### config.mk
export PLATFORM = sky130hd
export DESIGN_NAME = vid_bridge_i2c_target
export DESIGN_NICKNAME = d
export VERILOG_FILES = /design/src/rtl/vbt_pkg.sv /design/src/rtl/vbt_sync.sv /design/src/rtl/vbt_bus_ctrl.sv /design/src/rtl/vbt_regfile.sv /design/src/rtl/vid_bridge_i2c_target.sv
export SDC_FILE = /design/constraint.sdc
export NUM_CORES = 1
export LEC_CHECK = 0
export CORE_MARGIN = 2
export CORE_UTILIZATION = 35
export CTS_CLUSTER_SIZE = 20
export DETAILED_ROUTE_END_ITERATION = 8
export DONT_BUFFER_PORTS = 1
export PLACE_DENSITY = 0.47
export SYNTH_ARGS = -nofsm -noshare
export SYNTH_HDL_FRONTEND = slang
export SYNTH_HIERARCHICAL = 1
export SYNTH_SLANG_ARGS = --single-unit
### constraint.sdc
create_clock -name clk -period 3.6 [get_ports clk]
set_input_delay 0.18 -clock clk [delete_from_list [all_inputs] [get_ports clk]]
set_output_delay 0.18 -clock clk [all_outputs]
set_load 0.01 [all_outputs]
### src/rtl/vbt_pkg.sv
package vbt_pkg;

  localparam int BYTE_W = 8;

  // Register locations and fixed read values
  localparam logic [BYTE_W-1:0] REG_SYSCTL    = 8'h1A;
  localparam logic [BYTE_W-1:0] REG_IDENT     = 8'h1B;
  localparam logic [BYTE_W-1:0] REG_IRQSTAT   = 8'h3D;
  localparam logic [BYTE_W-1:0] IDENT_VALUE   = 8'hB0;
  localparam logic [BYTE_W-1:0] IRQSTAT_VALUE = 8'h04;
  localparam logic [BYTE_W-1:0] GRANT_VALUE   = 8'h06;
  localparam int BIT_REQ   = 2;
  localparam int BIT_GRANT = 1;

  typedef enum logic [2:0] {
    ST_IDLE,
    ST_ADDR,
    ST_ADDR_ACK,
    ST_WRITE,
    ST_WR_ACK,
    ST_READ,
    ST_RD_ACK
  } busState_t;

  // Strobes from bus control to the register datapath
  typedef struct packed {
    logic shiftIn;      // sample one received bit
    logic inBit;        // the bit value to sample
    logic armPtrLoad;   // write-direction address matched
    logic commitWrite;  // a full data byte was received
    logic loadTx;       // fetch the selected location into the transmit shifter
    logic shiftTx;      // advance the transmit shifter by one bit
  } ctlStrobe_t;

endpackage

### src/rtl/vbt_sync.sv
module vbt_sync #(
  parameter int STAGES = 2
) (
  input  logic clk,
  input  logic rstN,
  input  logic din,
  output logic dout
);

  logic [STAGES-1:0] chain;

  // The bus idles high, so the chain resets to ones
  always_ff @(posedge clk or negedge rstN) begin
    if (!rstN) begin
      chain <= '1;
    end else begin
      chain[0] <= din;
      for (int i = 1; i < STAGES; i++) begin
        chain[i] <= chain[i-1];
      end
    end
  end

  assign dout = chain[STAGES-1];

endmodule

### src/rtl/vbt_bus_ctrl.sv
module vbt_bus_ctrl
  import vbt_pkg::*;
#(
  parameter logic [6:0] TARGET_ADDR = 7'h39
) (
  input  logic              clk,
  input  logic              rstN,
  input  logic              sclS,
  input  logic              sdaS,
  input  logic [BYTE_W-1:0] rxByte,
  input  logic              txMsb,
  output ctlStrobe_t        strb,
  output logic              sdaOe
);

  localparam int CNT_W = $clog2(BYTE_W + 1);
  localparam logic [CNT_W-1:0] FULL_CNT = CNT_W'(BYTE_W);
  localparam logic [CNT_W-1:0] LAST_CNT = CNT_W'(BYTE_W - 1);

  busState_t        state, stateNext;
  logic [CNT_W-1:0] bitCnt, bitCntNext;
  logic             rwRead, rwReadNext;
  logic             masterAck, masterAckNext;
  logic             sclQ, sdaQ;
  logic             sclRise, sclFall, startDet, stopDet;

  // One-cycle history for edge and condition detection
  always_ff @(posedge clk or negedge rstN) begin
    if (!rstN) begin
      sclQ <= 1'b1;
      sdaQ <= 1'b1;
    end else begin
      sclQ <= sclS;
      sdaQ <= sdaS;
    end
  end

  assign sclRise  = sclS & ~sclQ;
  assign sclFall  = ~sclS & sclQ;
  assign startDet = sclS & sclQ & sdaQ & ~sdaS;
  assign stopDet  = sclS & sclQ & ~sdaQ & sdaS;

  always_comb begin
    stateNext     = state;
    bitCntNext    = bitCnt;
    rwReadNext    = rwRead;
    masterAckNext = masterAck;
    strb          = '0;
    strb.inBit    = sdaS;

    if (startDet) begin
      stateNext  = ST_ADDR;
      bitCntNext = '0;
    end else if (stopDet) begin
      stateNext = ST_IDLE;
    end else begin
      case (state)
        ST_ADDR, ST_WRITE: begin
          if (sclRise && bitCnt < FULL_CNT) begin
            strb.shiftIn = 1'b1;
            bitCntNext   = bitCnt + 1'b1;
          end else if (sclFall && bitCnt == FULL_CNT) begin
            if (state == ST_ADDR) begin
              if (rxByte[BYTE_W-1:1] == TARGET_ADDR) begin
                stateNext       = ST_ADDR_ACK;
                rwReadNext      = rxByte[0];
                strb.armPtrLoad = ~rxByte[0];
              end else begin
                stateNext = ST_IDLE;
              end
            end else begin
              stateNext        = ST_WR_ACK;
              strb.commitWrite = 1'b1;
            end
          end
        end
        ST_ADDR_ACK: begin
          if (sclFall) begin
            bitCntNext = '0;
            if (rwRead) begin
              stateNext   = ST_READ;
              strb.loadTx = 1'b1;
            end else begin
              stateNext = ST_WRITE;
            end
          end
        end
        ST_WR_ACK: begin
          if (sclFall) begin
            stateNext  = ST_WRITE;
            bitCntNext = '0;
          end
        end
        ST_READ: begin
          if (sclFall) begin
            if (bitCnt == LAST_CNT) begin
              stateNext = ST_RD_ACK;
            end else begin
              strb.shiftTx = 1'b1;
              bitCntNext   = bitCnt + 1'b1;
            end
          end
        end
        ST_RD_ACK: begin
          if (sclRise) begin
            masterAckNext = ~sdaS;
          end else if (sclFall) begin
            if (masterAck) begin
              stateNext   = ST_READ;
              bitCntNext  = '0;
              strb.loadTx = 1'b1;
            end else begin
              stateNext = ST_IDLE;
            end
          end
        end
        default: ;
      endcase
    end
  end

  always_ff @(posedge clk or negedge rstN) begin
    if (!rstN) begin
      state     <= ST_IDLE;
      bitCnt    <= '0;
      rwRead    <= 1'b0;
      masterAck <= 1'b0;
    end else begin
      state     <= stateNext;
      bitCnt    <= bitCntNext;
      rwRead    <= rwReadNext;
      masterAck <= masterAckNext;
    end
  end

  // Open-drain drive: ACK slots and zero bits of read data
  assign sdaOe = (state == ST_ADDR_ACK) || (state == ST_WR_ACK) ||
                 ((state == ST_READ) && !txMsb);

endmodule

### src/rtl/vbt_regfile.sv
module vbt_regfile
  import vbt_pkg::*;
(
  input  logic              clk,
  input  logic              rstN,
  input  ctlStrobe_t        strb,
  output logic [BYTE_W-1:0] rxByte,
  output logic              txMsb,
  output logic [BYTE_W-1:0] ptrVal,
  output logic              reqFlag,
  output logic              ddcMode
);

  logic [BYTE_W-1:0] rxShift, txShift, ptr, readValue;
  logic              ptrLoadPending, grantFlag;

  always_comb begin
    case (ptr)
      REG_SYSCTL:  readValue = reqFlag ? GRANT_VALUE : '0;
      REG_IDENT:   readValue = IDENT_VALUE;
      REG_IRQSTAT: readValue = IRQSTAT_VALUE;
      default:     readValue = '0;
    endcase
  end

  always_ff @(posedge clk or negedge rstN) begin
    if (!rstN) begin
      rxShift        <= '0;
      txShift        <= '0;
      ptr            <= '0;
      ptrLoadPending <= 1'b0;
      reqFlag        <= 1'b0;
      grantFlag      <= 1'b0;
    end else begin
      if (strb.shiftIn) begin
        rxShift <= {rxShift[BYTE_W-2:0], strb.inBit};
      end
      if (strb.armPtrLoad) begin
        ptrLoadPending <= 1'b1;
      end
      if (strb.commitWrite) begin
        if (ptrLoadPending) begin
          ptr            <= rxShift;
          ptrLoadPending <= 1'b0;
        end else begin
          ptr <= ptr + 1'b1;
          if (ptr == REG_SYSCTL) begin
            if (rxShift[BIT_REQ]) begin
              reqFlag <= 1'b1;
              if (rxShift[BIT_GRANT]) begin
                grantFlag <= 1'b1;
              end
            end else begin
              reqFlag   <= 1'b0;
              grantFlag <= 1'b0;
            end
          end
        end
      end
      if (strb.loadTx) begin
        txShift <= readValue;
        ptr     <= ptr + 1'b1;
      end else if (strb.shiftTx) begin
        txShift <= {txShift[BYTE_W-2:0], 1'b0};
      end
    end
  end

  assign rxByte  = rxShift;
  assign txMsb   = txShift[BYTE_W-1];
  assign ptrVal  = ptr;
  assign ddcMode = grantFlag;

endmodule

### src/rtl/vid_bridge_i2c_target.sv
module vid_bridge_i2c_target
  import vbt_pkg::*;
#(
  parameter logic [6:0] TARGET_ADDR = 7'h39,
  parameter int         SYNC_STAGES = 2
) (
  input  logic clk,
  input  logic rstN,
  input  logic sclIn,
  input  logic sdaIn,
  output logic sdaOe,
  output logic ddcMode
);

  logic              sclS, sdaS, txMsb, reqFlag;
  logic [BYTE_W-1:0] rxByte, ptrVal;
  ctlStrobe_t        strb;

  vbt_sync #(.STAGES(SYNC_STAGES)) u_sclSync (
    .clk(clk), .rstN(rstN), .din(sclIn), .dout(sclS)
  );

  vbt_sync #(.STAGES(SYNC_STAGES)) u_sdaSync (
    .clk(clk), .rstN(rstN), .din(sdaIn), .dout(sdaS)
  );

  vbt_bus_ctrl #(.TARGET_ADDR(TARGET_ADDR)) u_ctrl (
    .clk(clk), .rstN(rstN), .sclS(sclS), .sdaS(sdaS),
    .rxByte(rxByte), .txMsb(txMsb), .strb(strb), .sdaOe(sdaOe)
  );

  vbt_regfile u_regs (
    .clk(clk), .rstN(rstN), .strb(strb), .rxByte(rxByte), .txMsb(txMsb),
    .ptrVal(ptrVal), .reqFlag(reqFlag), .ddcMode(ddcMode)
  );

endmodule

* Word level (Yosys, flattened, before mapping)
Index checks and enable logic that the tools add are counted.
Word-level totals: register bits 42, word-level logic and storage cells 139, output and inout bits 2, input port bits 4
Operators by class: bitwise gates (word level) 16, multiplexer cells 59, $add $sub $neg 2, reductions and logical operators 18, order comparisons 1, eq/ne operators 29
Operator list (number):
- $mux 4 | 11
- $mux 3 | 14
- $mux 8 | 5
- $ne 4x1->1 const B | 6
- $pmux 8 s3 | 1
- $mux 1 | 21
- $reduce_and 9->1 | 2
- $eq 8x5->1 const B | 2
- $pmux 4 s4 | 1
- $ne 3x1->1 const B | 5
- $pmux 3 s5 | 1
- $eq 3x3->1 const B | 3
- $not 1->1 | 9
- $add 8x1->8 const B | 1
- $eq 8x6->1 const B | 1
- $mux 2 | 4
- $reduce_and 4->1 | 2
- $and 1x1->1 | 7
- $eq 7x6->1 const B | 1
- $reduce_and 7->1 | 1
- $reduce_bool 7->1 | 1
- $eq 3x2->1 const B | 2
- $reduce_bool 5->1 | 1
- $add 4x1->4 const B | 1
- 17 further kinds | 22

* Logic depth before layout (Yosys ltp)
depth after elaboration 11, gate-level depth with buffers 10, gate-level depth less buffers 9

* Cells and area by module
The synthesis kept the hierarchy.
Modules (own cells, without submodules):
- vbt_regfile | cells an instance 130, area each 1332.5 µm², times used 1, sequential area each 650.6 µm²
- vbt_bus_ctrl | cells an instance 104, area each 869.6 µm², times used 1, sequential area each 277.8 µm²
- vbt_sync | cells an instance 2, area each 52.6 µm², times used 2, sequential area each 52.6 µm²

* Worst setup path before layout
OpenSTA, ideal clock, no wires.
path type flip-flop to flip-flop, from register u_ctrl.state[0], to register u_regs.reqFlag, period minus slack after synthesis 2024 ps, required time 3472 ps, path buffers 1, data arrival time 1897 ps, path slack 1576 ps, library setup time 128 ps, cell stages (with the launch flop) 8, cell sequence dfrtp_1 -> clkbuf_1 -> nor2b_1 -> nand3_1 -> nor2_1 -> nand3b_1 -> nor4_4 -> mux2_1
RTL lines:
- from (decl) | line vbt_bus_ctrl.sv:20 | busState_t state, stateNext;
- from (signal assigned) | line vbt_bus_ctrl.sv:129 | state <= stateNext;
- to (signal assigned) | line vbt_regfile.sv:32 | reqFlag <= 1'b0;
- to (signal assigned) | line vbt_regfile.sv:49 | reqFlag <= 1'b1;
- to (signal assigned) | line vbt_regfile.sv:54 | reqFlag <= 1'b0;
- to (decl) | line vbt_regfile.sv:10 | output logic reqFlag,

==> run summary <==
Dividing the detail-routed via count by the number of cells gives 5.37. The power density of the placed cells is 384 mW/mm2, and the area overhead of the layout relative to synthesis is 9.00%. The most critical setup path has its startpoint at u_ctrl/bitCnt[0]$_DFFE_PN0P_.

The number of nets produced by synthesis was 247. The core region is 0.00635 mm2. After clock tree synthesis, the setup repair step added 0 buffers. Clock-pin slew was measured on the worst setup and hold paths at 0.10 ns. The repair_antennas step left the layout with diodes totalling 0. After detailed routing, the average wire length per cell comes to 15.4 um.

Worst clock skew on the final layout: 0.0176 ns. The synthesized netlist contains 54 unique library cells. The remaining max-slew budget at the tightest pin came out at 0.483.

The number of iterations in the first detailed-routing pass is 4, and the number of enable flip-flop cells after synthesis is 0. The classification of the worst setup path was reg -> reg. Synthesis produced a netlist whose cell count is 238.

Launch instance of the worst register-to-register path: u_ctrl/bitCnt[0]$_DFFE_PN0P_. Of all nets on the critical path, the largest fanout is 6. For the number of clock sinks seen by CTS, the log shows 41.

The initial cell density of the core came out at 0.363. The floorplan step defined a die boundary enclosing 0.00726 mm2. The upper clock frequency limit was 443 MHz. The tools report the CTS H-tree depth as 2.

The worst path required time came out at 3.78 ns. In the final layout, flip-flops and latches occupy 0.00103 mm2. For the layout filler cell count, the log shows 625.

The floorplan has 29 rows. For the violation count after the first detailed-routing iteration, the log shows 98. The worst setup path is launched from a flop. The number of hold violations in the final report came out at 0. 6 I/O pins were placed. For this run, the number of standard cells in the final layout without fillers is 317. Once detail routing completed, the nets flagged for antenna violations numbered 0. Data on the critical path arrives at its endpoint at 2.43 ns.

The flow ran to the end, and the final reports show no timing, DRC or antenna violations. For the DRC violations left, the log shows 0. Counting flops and latches in the post-synthesis netlist gives 41. The top cell types in the final layout, fill and taps aside, are 35 x dfrtp_1, 27 x nor2_1, 17 x nand2_1.

Clock tree synthesis inserted a total of 5 buffers. The tools report the part of the Yosys area used for sequential elements as 0.448. STA classifies the critical path endpoint as a flop. Clock latency on the worst-skew pair, taken at its later pin, is 0.31 ns. The root buffer cell chosen for the clock tree is clkbuf_8. The run gives 0 as the number of max-slew violations in the final report. The tool flagged a number of max-cap violations equal to 0.

The tools report the number of global-route vias before repair as 1,702. The number of cells upsized or downsized after cts was 0. The placed instances occupy a cell area of 0.00235 mm2. Adding up every negative setup slack in the final design gives 0 ns.

The routed layout has 1,703 vias. The weighted congestion at the end of routability-driven global placement is 0.801, and the maximum number of pins on one net before global-route repair is 42. Subtracting the final worst setup slack from the clock period gives 2.26 ns. Post-synthesis async set-or-reset flop share: 1.00. The tools report the cell count after placement as 305. The run gives 0.149 as the combined global-route utilization of all metal layers.

The ratio of final minimum period to clock period is 0.626. Setup repair after global routing left no endpoint under its margin. The multi-input combinational cells in the finished layout cover a total of 0.00117 mm2. The initial antenna violation count came out at 0. The die extent in y is 85.2 um. The class of the most critical hold timing path is in -> async. Setup violations remaining at the end of the flow were counted as 0. In the synthesized netlist the dominant register cell turns out to be dfrtp_1.

The final cell area excluding filler cells came out at 0.00251 mm2. The die boundary width is 85.2 um, and the reported leakage power is 1.07 nW. The run gives 0.210 mV as the peak supply drop. Leaving out fill and tap cells, the most frequent cell in the layout is dfrtp_1. The final layout contains routed wiring with a total length of 4880 um.

In the final design database the tool counted 248 nets. The share of post-route cells with drive strength above 1 works out to 0.158. During placement, the flow inserted port buffers numbering 0. The Yosys step of the flow raised 6 warnings.

The transition time at the pin with the least slew margin works out to 0.773 ns. Once detailed placement completed, the half-perimeter wirelength came to 3500 um. The total overflow left after global routing is 0.

The run gives 2 as the worst-case clock buffer depth. Average size of a mapped cell: 9.69 um2. The netlist area before placement is 0.00231 mm2, and the setup slack of the worst register-to-register path is 1.34 ns. TritonCTS built the clock tree. The first global-routing pass estimated 8670 um of wire.
[metrics by stage]
stage                     setup WS, ns   util  hold WS, ns  power [mW]
after floorplan                   1.58      -       -0.116       0.560
after global placement            1.43  0.370       -0.114       0.579
after detailed placement          1.37  0.370       -0.113       0.581
after CTS                         1.34  0.396        0.346       0.981
after global routing              1.16  0.396        0.363        1.01
final                             1.34  0.396        0.329       0.966
[per-layer routing]
layer  part of all wire  wire length [um]  vias to the layer above  global-route usage
met1               0.52              2530                      808               0.216
li1                   -                 -                      870                   -
met2               0.45              2180                       20               0.228
met3              0.026               125                        5              0.0302
met5                  0                 0                        -                   0
met4             0.0082                40                        0              0.0390
[flip-flops by register name (all words and copies together) (netlist names)]
register               cells
u_ctrl/masterAck           1
u_regs/ptrVal              8
u_regs/ptrLoadPending      1
u_ctrl/bitCnt              4
u_regs/txShift             7
u_sclSync/chain            2
u_regs/rxByte              8
u_ctrl/sclQ                1
u_ctrl/state               3
u_regs/reqFlag             1
u_ctrl/rwRead              1
u_sdaSync/chain            2
u_regs/ddcMode             1
u_ctrl/sdaQ                1
[power breakdown]
| part | leakage (nW) | total [mW] | switching, mW | internal (mW) |
|---|---|---|---|---|
| clock | 0.0543 | 0.382 | 0.174 | 0.208 |
| sequential | 0.547 | 0.519 | 0.0337 | 0.485 |
| combinational | 0.466 | 0.0651 | 0.0325 | 0.0326 |
| total | 1.07 | 0.966 | 0.240 | 0.726 |
[critical path, cell delays in order, from the launching register on]
cell and delay (ns):
dfrtp_1 0.44, inv_1 0.08, ha_1 0.13, and3b_1 0.19
nand3_1 0.15, nor2_1 0.39, nand3b_1 0.19, nor4_4 0.21
mux2_1 0.35
[final cells by class]
class                      count  area share
clock inverter                 3      0.0184
sequential                    41       0.411
inverter                      10      0.0149
multi-input combinational    176       0.467
tap                           77      0.0383
clock buffer                   5      0.0274
timing repair buffer           5      0.0229
[worst paths after layout]
path	end	depth (start not counted)
setup / recovery	u_regs/reqFlag$_DFFE_PN0P_	8
hold / removal	u_regs/txShift[6]$_DFFE_PN0P_	2
setup reg to reg	u_regs/reqFlag$_DFFE_PN0P_	8
hold reg to reg	u_sdaSync/chain[1]$_DFF_PN1_	0
max in group asynchronous	u_ctrl/sdaQ$_DFF_PN1_	2
min in group clk	u_sdaSync/chain[1]$_DFF_PN1_	0
[what timing repair did]
action | in CTS | in global routing
hold buffers | 4 | 0
hold endpoints to repair | 43 | 0
setup endpoints to repair | 0 | 0
[synthesized netlist by cell type (4+ instances only)]
master / instances / share of area
a211oi_1: 4 / 0.013
a21oi_1: 16 / 0.035
nor2_1: 27 / 0.044
nor4_1: 4 / 0.011
buf_4: 4 / 0.013
a31oi_1: 7 / 0.019
o21ai_0: 7 / 0.015
nand3_1: 9 / 0.020
mux2i_1: 7 / 0.030
nand2_1: 17 / 0.028
and3_2: 4 / 0.013
inv_1: 10 / 0.016
nand2b_1: 4 / 0.011
and3_1: 5 / 0.014
dfrtp_1: 35 / 0.38
mux2_2: 8 / 0.039
nor3_1: 7 / 0.015
ha_1: 5 / 0.027
dfstp_2: 6 / 0.068
buf_2: 4 / 0.0087
[cell families (layout without fill, tap and decap cells)]
group           count (synthesis)  after routing  synth area share
xor+xnor                        1              1           0.00380
compound gates                 56             56             0.169
simple gates                   98             98             0.235
flops                          41             41             0.448
mux                            16             16            0.0743
buf+inv                        21             23            0.0428
fa+ha+maj                       5              5            0.0271
Note: power is estimated with default switching activity, not from simulation.
